<file path="config.mk">
export PLATFORM = sky130hd
export DESIGN_NAME = sp2hp_narrow
export DESIGN_NICKNAME = d
export VERILOG_FILES = /design/src/rtl/sp2hp_pkg.sv /design/src/rtl/sp2hp_unpack.sv /design/src/rtl/sp2hp_round.sv /design/src/rtl/sp2hp_pack.sv /design/src/rtl/sp2hp_narrow.sv
export SDC_FILE = /design/constraint.sdc
export NUM_CORES = 1
export LEC_CHECK = 0
export ABC_AREA = 1
export BUFFER_PORTS_ARGS = -buffer_cell sky130_fd_sc_hd__buf_4
export CAP_MARGIN = 5
export CORE_MARGIN = 3
export CORE_UTILIZATION = 50
export CTS_CLUSTER_SIZE = 10
export DETAILED_ROUTE_END_ITERATION = 8
export PLACE_DENSITY = 0.7
export SLEW_MARGIN = 20
export SYNTH_ARGS = -nofsm -noshare
export SYNTH_HDL_FRONTEND = slang
export SYNTH_SLANG_ARGS = --single-unit
</file>
<file path="constraint.sdc">
create_clock -name clk -period 14.9 [get_ports clk]
set_clock_uncertainty 0.2 [all_clocks]
set_input_delay 1.49 -clock clk [delete_from_list [all_inputs] [get_ports clk]]
set_output_delay 1.49 -clock clk [all_outputs]
set_load 0.05 [all_outputs]
</file>
<file path="src/rtl/sp2hp_pkg.sv">
`timescale 1ns/1ps
// Shared format constants and types for the single-to-half converter.
// Assumes IEEE-style layouts: sign on top, biased exponent, fraction.
package sp2hp_pkg;
    localparam int SP_EW   = 8;
    localparam int SP_FW   = 23;
    localparam int HP_EW   = 5;
    localparam int HP_FW   = 10;
    localparam int SP_W    = 1 + SP_EW + SP_FW;
    localparam int HP_W    = 1 + HP_EW + HP_FW;
    localparam int SIG_W   = SP_FW + 1;            // significand with implicit one
    localparam int DROP    = SP_FW - HP_FW;        // bits dropped for a normal result
    localparam int SH_W    = $clog2(SIG_W);
    localparam int EXP_W   = SP_EW + 2;            // signed working exponent
    localparam int SP_BIAS = (1 << (SP_EW - 1)) - 1;
    localparam int HP_BIAS = (1 << (HP_EW - 1)) - 1;
    localparam int HP_EMIN = 1 - HP_BIAS;          // smallest normal exponent
    localparam int HP_EMAX = HP_BIAS;              // largest standard exponent
    localparam int HP_ELO  = HP_EMIN - HP_FW;      // smallest subnormal exponent

    typedef enum logic [1:0] {
        RND_NEAR_EVEN = 2'd0,
        RND_UP        = 2'd1,
        RND_DOWN      = 2'd2,
        RND_ZERO      = 2'd3
    } rnd_e;

    typedef enum logic [2:0] {
        CLS_ZERO, CLS_FINITE, CLS_INF, CLS_QNAN, CLS_SNAN
    } cls_e;

    typedef struct packed {
        logic                     sign;
        cls_e                     cls;
        logic signed [EXP_W-1:0]  uexp;
        logic [SIG_W-1:0]         sig;
    } unp_t;
endpackage

</file>
<file path="src/rtl/sp2hp_unpack.sv">
`timescale 1ns/1ps
// Splits a single-precision word into sign, class, unbiased exponent and
// significand with the implicit one restored. Exponent field 0 (zero or
// subnormal) is classed as zero; its significand is not used downstream.
module sp2hp_unpack
    import sp2hp_pkg::*;
(
    input  logic [SP_W-1:0] val,
    output unp_t            u
);
    logic [SP_EW-1:0] efld;
    logic [SP_FW-1:0] frac;

    // Field extraction and classification.
    always_comb begin
        efld   = val[SP_W-2 -: SP_EW];
        frac   = val[SP_FW-1:0];
        u.sign = val[SP_W-1];
        u.sig  = {1'b1, frac};
        u.uexp = $signed({{(EXP_W-SP_EW){1'b0}}, efld}) - EXP_W'(SP_BIAS);
        if (efld == '1)
            u.cls = (frac == '0) ? CLS_INF : (frac[SP_FW-1] ? CLS_QNAN : CLS_SNAN);
        else if (efld == '0)
            u.cls = CLS_ZERO;
        else
            u.cls = CLS_FINITE;
    end
endmodule

</file>
<file path="src/rtl/sp2hp_round.sv">
`timescale 1ns/1ps
// Builds the discard mask for the target binade, adds the rounding
// increment and folds a significand carry into the exponent. Exponents
// below the subnormal range are flagged as "deep"; for them only the
// choice between zero and the smallest subnormal is produced.
module sp2hp_round
    import sp2hp_pkg::*;
(
    input  logic                    sign,
    input  logic signed [EXP_W-1:0] uexp,
    input  logic [SIG_W-1:0]        sig,
    input  logic [1:0]              rmode,
    output logic [SIG_W-1:0]        rsig,
    output logic signed [EXP_W-1:0] rexp,
    output logic                    inexact,
    output logic                    deep,
    output logic                    deep_up
);
    localparam logic signed [EXP_W-1:0] E_NMIN = EXP_W'(HP_EMIN);
    localparam logic signed [EXP_W-1:0] E_LO   = EXP_W'(HP_ELO);
    localparam logic signed [EXP_W-1:0] E_HALF = EXP_W'(HP_ELO - 1);
    localparam logic signed [EXP_W-1:0] E_ONE  = EXP_W'(1);
    localparam logic [SIG_W-1:0] MASK_NORM = SIG_W'((1 << DROP) - 1);
    localparam logic [SIG_W-1:0] MASK_FULL = {1'b0, {SP_FW{1'b1}}};

    logic [SIG_W-1:0] mask, lsb, half, rem, inc;
    logic [SIG_W:0]   sum;
    logic [SH_W-1:0]  sh;
    rnd_e             rm;

    // Discard mask selection from the unbiased exponent.
    always_comb begin
        deep = uexp < E_LO;
        sh   = SH_W'(uexp - E_LO);
        if (uexp >= E_NMIN) mask = MASK_NORM;
        else if (!deep)     mask = MASK_FULL >> sh;
        else                mask = MASK_FULL;
        lsb  = mask + SIG_W'(1);
        half = lsb >> 1;
        rem  = sig & mask;
    end

    // Rounding increment per direction.
    always_comb begin
        rm = rnd_e'(rmode);
        case (rm)
            RND_NEAR_EVEN: inc = (rem == half) ? (sig & lsb) : half;
            RND_UP:        inc = sign ? '0 : mask;
            RND_DOWN:      inc = sign ? mask : '0;
            default:       inc = '0;
        endcase
    end

    // Increment, carry fold-back and deep-tiny decision.
    always_comb begin
        sum = {1'b0, sig} + {1'b0, inc};
        if (sum[SIG_W]) begin
            rsig = sum[SIG_W:1];
            rexp = uexp + E_ONE;
        end else begin
            rsig = sum[SIG_W-1:0];
            rexp = uexp;
        end
        inexact = (rem != '0) || deep;
        case (rm)
            RND_NEAR_EVEN: deep_up = (uexp == E_HALF) && (sig[SP_FW-1:0] != '0);
            RND_UP:        deep_up = !sign;
            RND_DOWN:      deep_up = sign;
            default:       deep_up = 1'b0;
        endcase
    end
endmodule

</file>
<file path="src/rtl/sp2hp_pack.sv">
`timescale 1ns/1ps
// Applies the format limits (infinity or saturation), aligns subnormal
// results, packs the half word and forms the four flags. The implicit
// bit of the significand is added into the exponent field, so a round-up
// into the next binade needs no separate adjustment.
module sp2hp_pack
    import sp2hp_pkg::*;
(
    input  logic                    sign,
    input  cls_e                    cls,
    input  logic [HP_FW-1:0]        nan_frac,
    input  logic signed [EXP_W-1:0] uexp,
    input  logic [SIG_W-1:0]        rsig,
    input  logic signed [EXP_W-1:0] rexp,
    input  logic                    inexact,
    input  logic                    deep,
    input  logic                    deep_up,
    input  logic                    alt,
    input  logic                    tiny_pre,
    output logic [HP_W-1:0]         res,
    output logic                    ovf,
    output logic                    unf,
    output logic                    inx,
    output logic                    inv
);
    localparam logic signed [EXP_W-1:0] E_NMIN  = EXP_W'(HP_EMIN);
    localparam logic signed [EXP_W-1:0] E_MAX_S = EXP_W'(HP_EMAX);
    localparam logic signed [EXP_W-1:0] E_MAX_A = EXP_W'(HP_EMAX + 1);

    logic signed [EXP_W-1:0] emax;
    logic [SIG_W-1:0]        ssig;
    logic [HP_EW-1:0]        efld;
    logic [HP_W-2:0]         mag;
    logic [HP_FW-1:0]        qfrac;

    // Subnormal alignment and field addition for finite results.
    always_comb begin
        emax = alt ? E_MAX_A : E_MAX_S;
        if (rexp < E_NMIN) begin
            ssig = rsig >> SH_W'(E_NMIN - rexp);
            efld = '0;
        end else begin
            ssig = rsig;
            efld = HP_EW'(rexp - E_NMIN);
        end
        mag = {efld, {HP_FW{1'b0}}} + (HP_W-1)'(ssig >> DROP);
        qfrac = nan_frac;
        if (cls != CLS_INF) qfrac[HP_FW-1] = 1'b1;
    end

    // Result selection by class and range, with flags.
    always_comb begin
        res = {sign, {(HP_W-1){1'b0}}};
        ovf = 1'b0;
        unf = 1'b0;
        inx = 1'b0;
        inv = 1'b0;
        case (cls)
            CLS_ZERO: ;
            CLS_INF, CLS_QNAN, CLS_SNAN: begin
                if (alt) inv = 1'b1;
                else begin
                    res = {sign, {HP_EW{1'b1}}, qfrac};
                    inv = (cls == CLS_SNAN);
                end
            end
            default: begin
                if (deep) begin
                    res = {sign, (HP_W-1)'(deep_up)};
                    inx = 1'b1;
                    unf = 1'b1;
                end else if (rexp > emax) begin
                    ovf = 1'b1;
                    inx = 1'b1;
                    res = alt ? {sign, {(HP_W-1){1'b1}}}
                              : {sign, {HP_EW{1'b1}}, {HP_FW{1'b0}}};
                end else begin
                    res = {sign, mag};
                    inx = inexact;
                    unf = tiny_pre ? (uexp < E_NMIN) : (inexact && (rexp < E_NMIN));
                end
            end
        endcase
    end
endmodule

</file>
<file path="src/rtl/sp2hp_narrow.sv">
`timescale 1ns/1ps
// Top level: single-precision to half-precision narrowing converter with
// one register stage. The datapath is combinational from in_bits to the
// output register; results and flags load only on in_valid and hold
// otherwise. Assumes rnd_mode, alt_fmt and tiny_pre are valid with in_bits.
module sp2hp_narrow
    import sp2hp_pkg::*;
(
    input  logic            clk,
    input  logic            rst_n,
    input  logic            in_valid,
    input  logic [SP_W-1:0] in_bits,
    input  logic            alt_fmt,
    input  logic [1:0]      rnd_mode,
    input  logic            tiny_pre,
    output logic            out_valid,
    output logic [HP_W-1:0] out_bits,
    output logic            ovf_flag,
    output logic            unf_flag,
    output logic            inx_flag,
    output logic            inv_flag
);
    unp_t                    u;
    logic [SIG_W-1:0]        rsig;
    logic signed [EXP_W-1:0] rexp;
    logic                    inexact, deep, deep_up;
    logic [HP_W-1:0]         res;
    logic                    ovf, unf, inx, inv;

    sp2hp_unpack u_unpack (.val(in_bits), .u(u));

    sp2hp_round u_round (
        .sign(u.sign), .uexp(u.uexp), .sig(u.sig), .rmode(rnd_mode),
        .rsig(rsig), .rexp(rexp), .inexact(inexact), .deep(deep), .deep_up(deep_up)
    );

    sp2hp_pack u_pack (
        .sign(u.sign), .cls(u.cls), .nan_frac(u.sig[SP_FW-1 -: HP_FW]),
        .uexp(u.uexp), .rsig(rsig), .rexp(rexp), .inexact(inexact),
        .deep(deep), .deep_up(deep_up), .alt(alt_fmt), .tiny_pre(tiny_pre),
        .res(res), .ovf(ovf), .unf(unf), .inx(inx), .inv(inv)
    );

    // Output register: strobe every cycle, data and flags on valid only.
    always_ff @(posedge clk) begin
        if (!rst_n) begin
            out_valid <= 1'b0;
            out_bits  <= '0;
            ovf_flag  <= 1'b0;
            unf_flag  <= 1'b0;
            inx_flag  <= 1'b0;
            inv_flag  <= 1'b0;
        end else begin
            out_valid <= in_valid;
            if (in_valid) begin
                out_bits <= res;
                ovf_flag <= ovf;
                unf_flag <= unf;
                inx_flag <= inx;
                inv_flag <= inv;
            end
        end
    end
endmodule


</file>
==> results.yml <==
timing:
  slew_viol_final: 0
  hold_violations: 0
  min_period_over_period_pct: 74.8
  tns_ps: 0
  slew_headroom_pct: 42.6
  setup_viol: 0
  setup_ws_ps: 3750
  period_needed_ps: 11150
  grt_setup_unrepaired: "no"
  fmax_mhz: 89.7
  worst_slew_pin_slew_ps: 859
  whs_ps: 272
hold_path:
  hold_class: "register to register"
cts:
  clk_latency_ps: 260
  hold_buffers: 0
  clock-sinks: 21
  post_cts_buffers: 0
  path_clk_slew_ps: 60
  cts_tree: "yes"
  ctsHtreeMaxLevel: 1
  cts_made_buffers: 3
  root_buffer: "clkbuf_16"
  cts-resized-gates: 0
  clockBufferDepth: 2
run_status:
  status: "finished clean"
critical_path:
  worstPathArrival_ps: 11110
  critPathMaxFanout: 27
  cp.required_ps: 14860
  start_kind: "primary input"
  r2r_slack_ps: 14000
  end_kind: "register"
  crit_family: "simple AND/OR/NAND/NOR gates"
  cp_num_buf_inv: 9
  crit_path_frequent_cell: "nand2_1"
  crit_path_max_incr_delay_ps: 580
  cp_slowest_cell: "nand2_1"
  path_class: "primary input to register"
synth:
  syn-num-nets: 1197
  yosysSeqAreaShare_pct: 6.92
  yosysWarnings: 0
  synth_top_family_by_area: "simple AND/OR/NAND/NOR gates"
  synth_xor_area_share_pct: 2.16
  synthCells: 1118
  synth_compound_area_share_pct: 18.6
  synth_ff_type: "dfxtp_1"
  synth.mux.area_fraction_pct: 0
  synth_area_mm2: 0.00608
  synthSimpleGateAreaFrac_pct: 51.9
  synth_edf_count: 0
  yosysUniqueCellTypes: 48
  synth-seq-cells: 21
  async_flop_share_pct: 0
  avgSynthCellArea_um2: 5.44
  synth_fa_ha_area_share_pct: 8.23
placed_design:
  placed_cell_area_mm2: 0.00654
  dp_hpwl_um: 17800
  place_congestion: 1.02
  placement.io_buffers: 59
  dp_worst_setup_slack_ps: 3730
  dp_cells: 1297
die:
  start_util_pct: 52.1
  die-area_mm2: 0.0135
  die_w_um: 116
  core_area_mm2: 0.0117
  dieHeight_um: 116
  fp-row-count: 39
  pin_count: 60
grt:
  grt_max_degree: 28
  overflow: 0
  grt_pass1_vias: 6564
  grt.total_usage_pct: 30.8
  grt_pass1_wl_um: 33500
  antenna_found_initial: 0
drt:
  route.antenna.remaining_nets: 0
  wire_per_inst_um: 16.2
  dr_total_vias: 7581
  drtIter0Drc: 964
  wl_um: 21000
  first_pass_iters: 6
  drc: 0
  viasPerCell: 5.83
power:
  p_leak_nw: 3.48
  p_total_mw: 0.437
  irDropWorstVdd_mv: 0.0430
  power.density_mw_per_mm2: 66.0
finish:
  fin_util_pct: 56.8
  fin_nets: 1238
  drive_gt1_share_pct: 12.7
  fin_cells: 1301
  antennaDiodeCount: 0
  area_delta_synth_final_pct: 8.97
  stdcell_area_mm2: 0.00662
  n_fill_cell: 1277
run:
  max_cap_violations: 0
## synth_stat cells (4+ instances only)
library cell / number / area share (%)
o31ai_1: 5 / 0.62
buf_6: 10 / 1.9
inv_2: 15 / 0.93
nor4_1: 11 / 1.1
nand3_1: 153 / 13
inv_1: 134 / 8.3
nand2_2: 18 / 1.9
nand2_4: 9 / 1.7
o211ai_2: 4 / 0.82
clkbuf_1: 12 / 0.74
o21ai_2: 6 / 0.86
nand2_1: 315 / 19
nor3_1: 13 / 1.1
o21ai_1: 17 / 1.4
ha_1: 40 / 8.2
nand3_2: 5 / 0.82
o21ai_0: 78 / 6.4
a21oi_2: 5 / 0.72
nand3b_1: 5 / 0.62
xor2_1: 11 / 1.6
xnor2_1: 4 / 0.58
dfxtp_1: 21 / 6.9
nor2_1: 88 / 5.4
nand4_1: 29 / 3.0
a21oi_1: 59 / 4.9
nor2_4: 9 / 1.7
a31oi_1: 6 / 0.62
## routing by layer
metal  up-vias  global-route usage, %  part of all wire [%]
met5         -                      0                     0
met4         0                   5.18                   1.5
met3        26                   3.68                   7.7
met2       326                   46.6                    42
met1      3399                   47.2                    48
li1       3830                      -                     -
## layout make-up
type / count / area, µm² / share of cell area, %
clock inverters: 1 / 7.51 / 0.113
flip-flops and latches: 21 / 420 / 6.35
well taps: 143 / 179 / 2.70
clock buffers: 3 / 75.1 / 1.13
multi-input cells: 920 / 4910 / 74.2
repair buffers: 61 / 458 / 6.91
inverters: 152 / 571 / 8.61
## flip-flops by register name, indices dropped and copies added (netlist names)
name	count
out_valid	1
inx_flag	1
unf_flag	1
inv_flag	1
out_bits	16
ovf_flag	1
## worst register-to-register path: cells and delay by family (launching register included)
| family | cells | cell delay (ps) |
|---|---|---|
| AO/OA/AOI/OAI | 2 | 270 |
| flip-flops | 1 | 320 |
## cell families after synthesis
family | after synthesis
xor+xnor | 15
buf+inv | 177
flops | 21
compound gates | 197
simple gates | 668
fa+ha+maj | 40
## path summary, 6_finish.rpt
path / startpoint / depth (start not counted) / endpoint
max: in_bits[23] / 53 / out_bits[14]$_SDFFE_PN0P_
min: unf_flag$_SDFFE_PN0P_ / 2 / unf_flag$_SDFFE_PN0P_
min reg2reg: unf_flag$_SDFFE_PN0P_ / 2 / unf_flag$_SDFFE_PN0P_
max reg2reg: inx_flag$_SDFFE_PN0P_ / 2 / inx_flag$_SDFFE_PN0P_
## power breakdown
group / leakage [nW] / switching (mW) / internal (mW)
registers: 0.174 / 0.00194 / 0.0602
clock network: 0.0371 / 0.0234 / 0.0364
logic: 3.27 / 0.217 / 0.0983
## cells in the final DEF (no fill, tap or decap), drive strengths merged, types with 4 or more instances in the layout
cell | netlist | layout
buf | 13 | 61
a31oi | 6 | 6
nor2 | 101 | 101
nand3 | 161 | 161
nor3 | 16 | 16
ha | 40 | 40
xnor2 | 4 | 4
a21oi | 64 | 64
nand2 | 342 | 342
nand4 | 30 | 30
o21ai | 101 | 101
nor4 | 11 | 11
o31ai | 5 | 5
dfxtp | 21 | 21
nand3b | 5 | 5
inv | 149 | 149
o211ai | 5 | 5
xor2 | 11 | 11
Note: power is estimated with default switching activity, not from simulation.
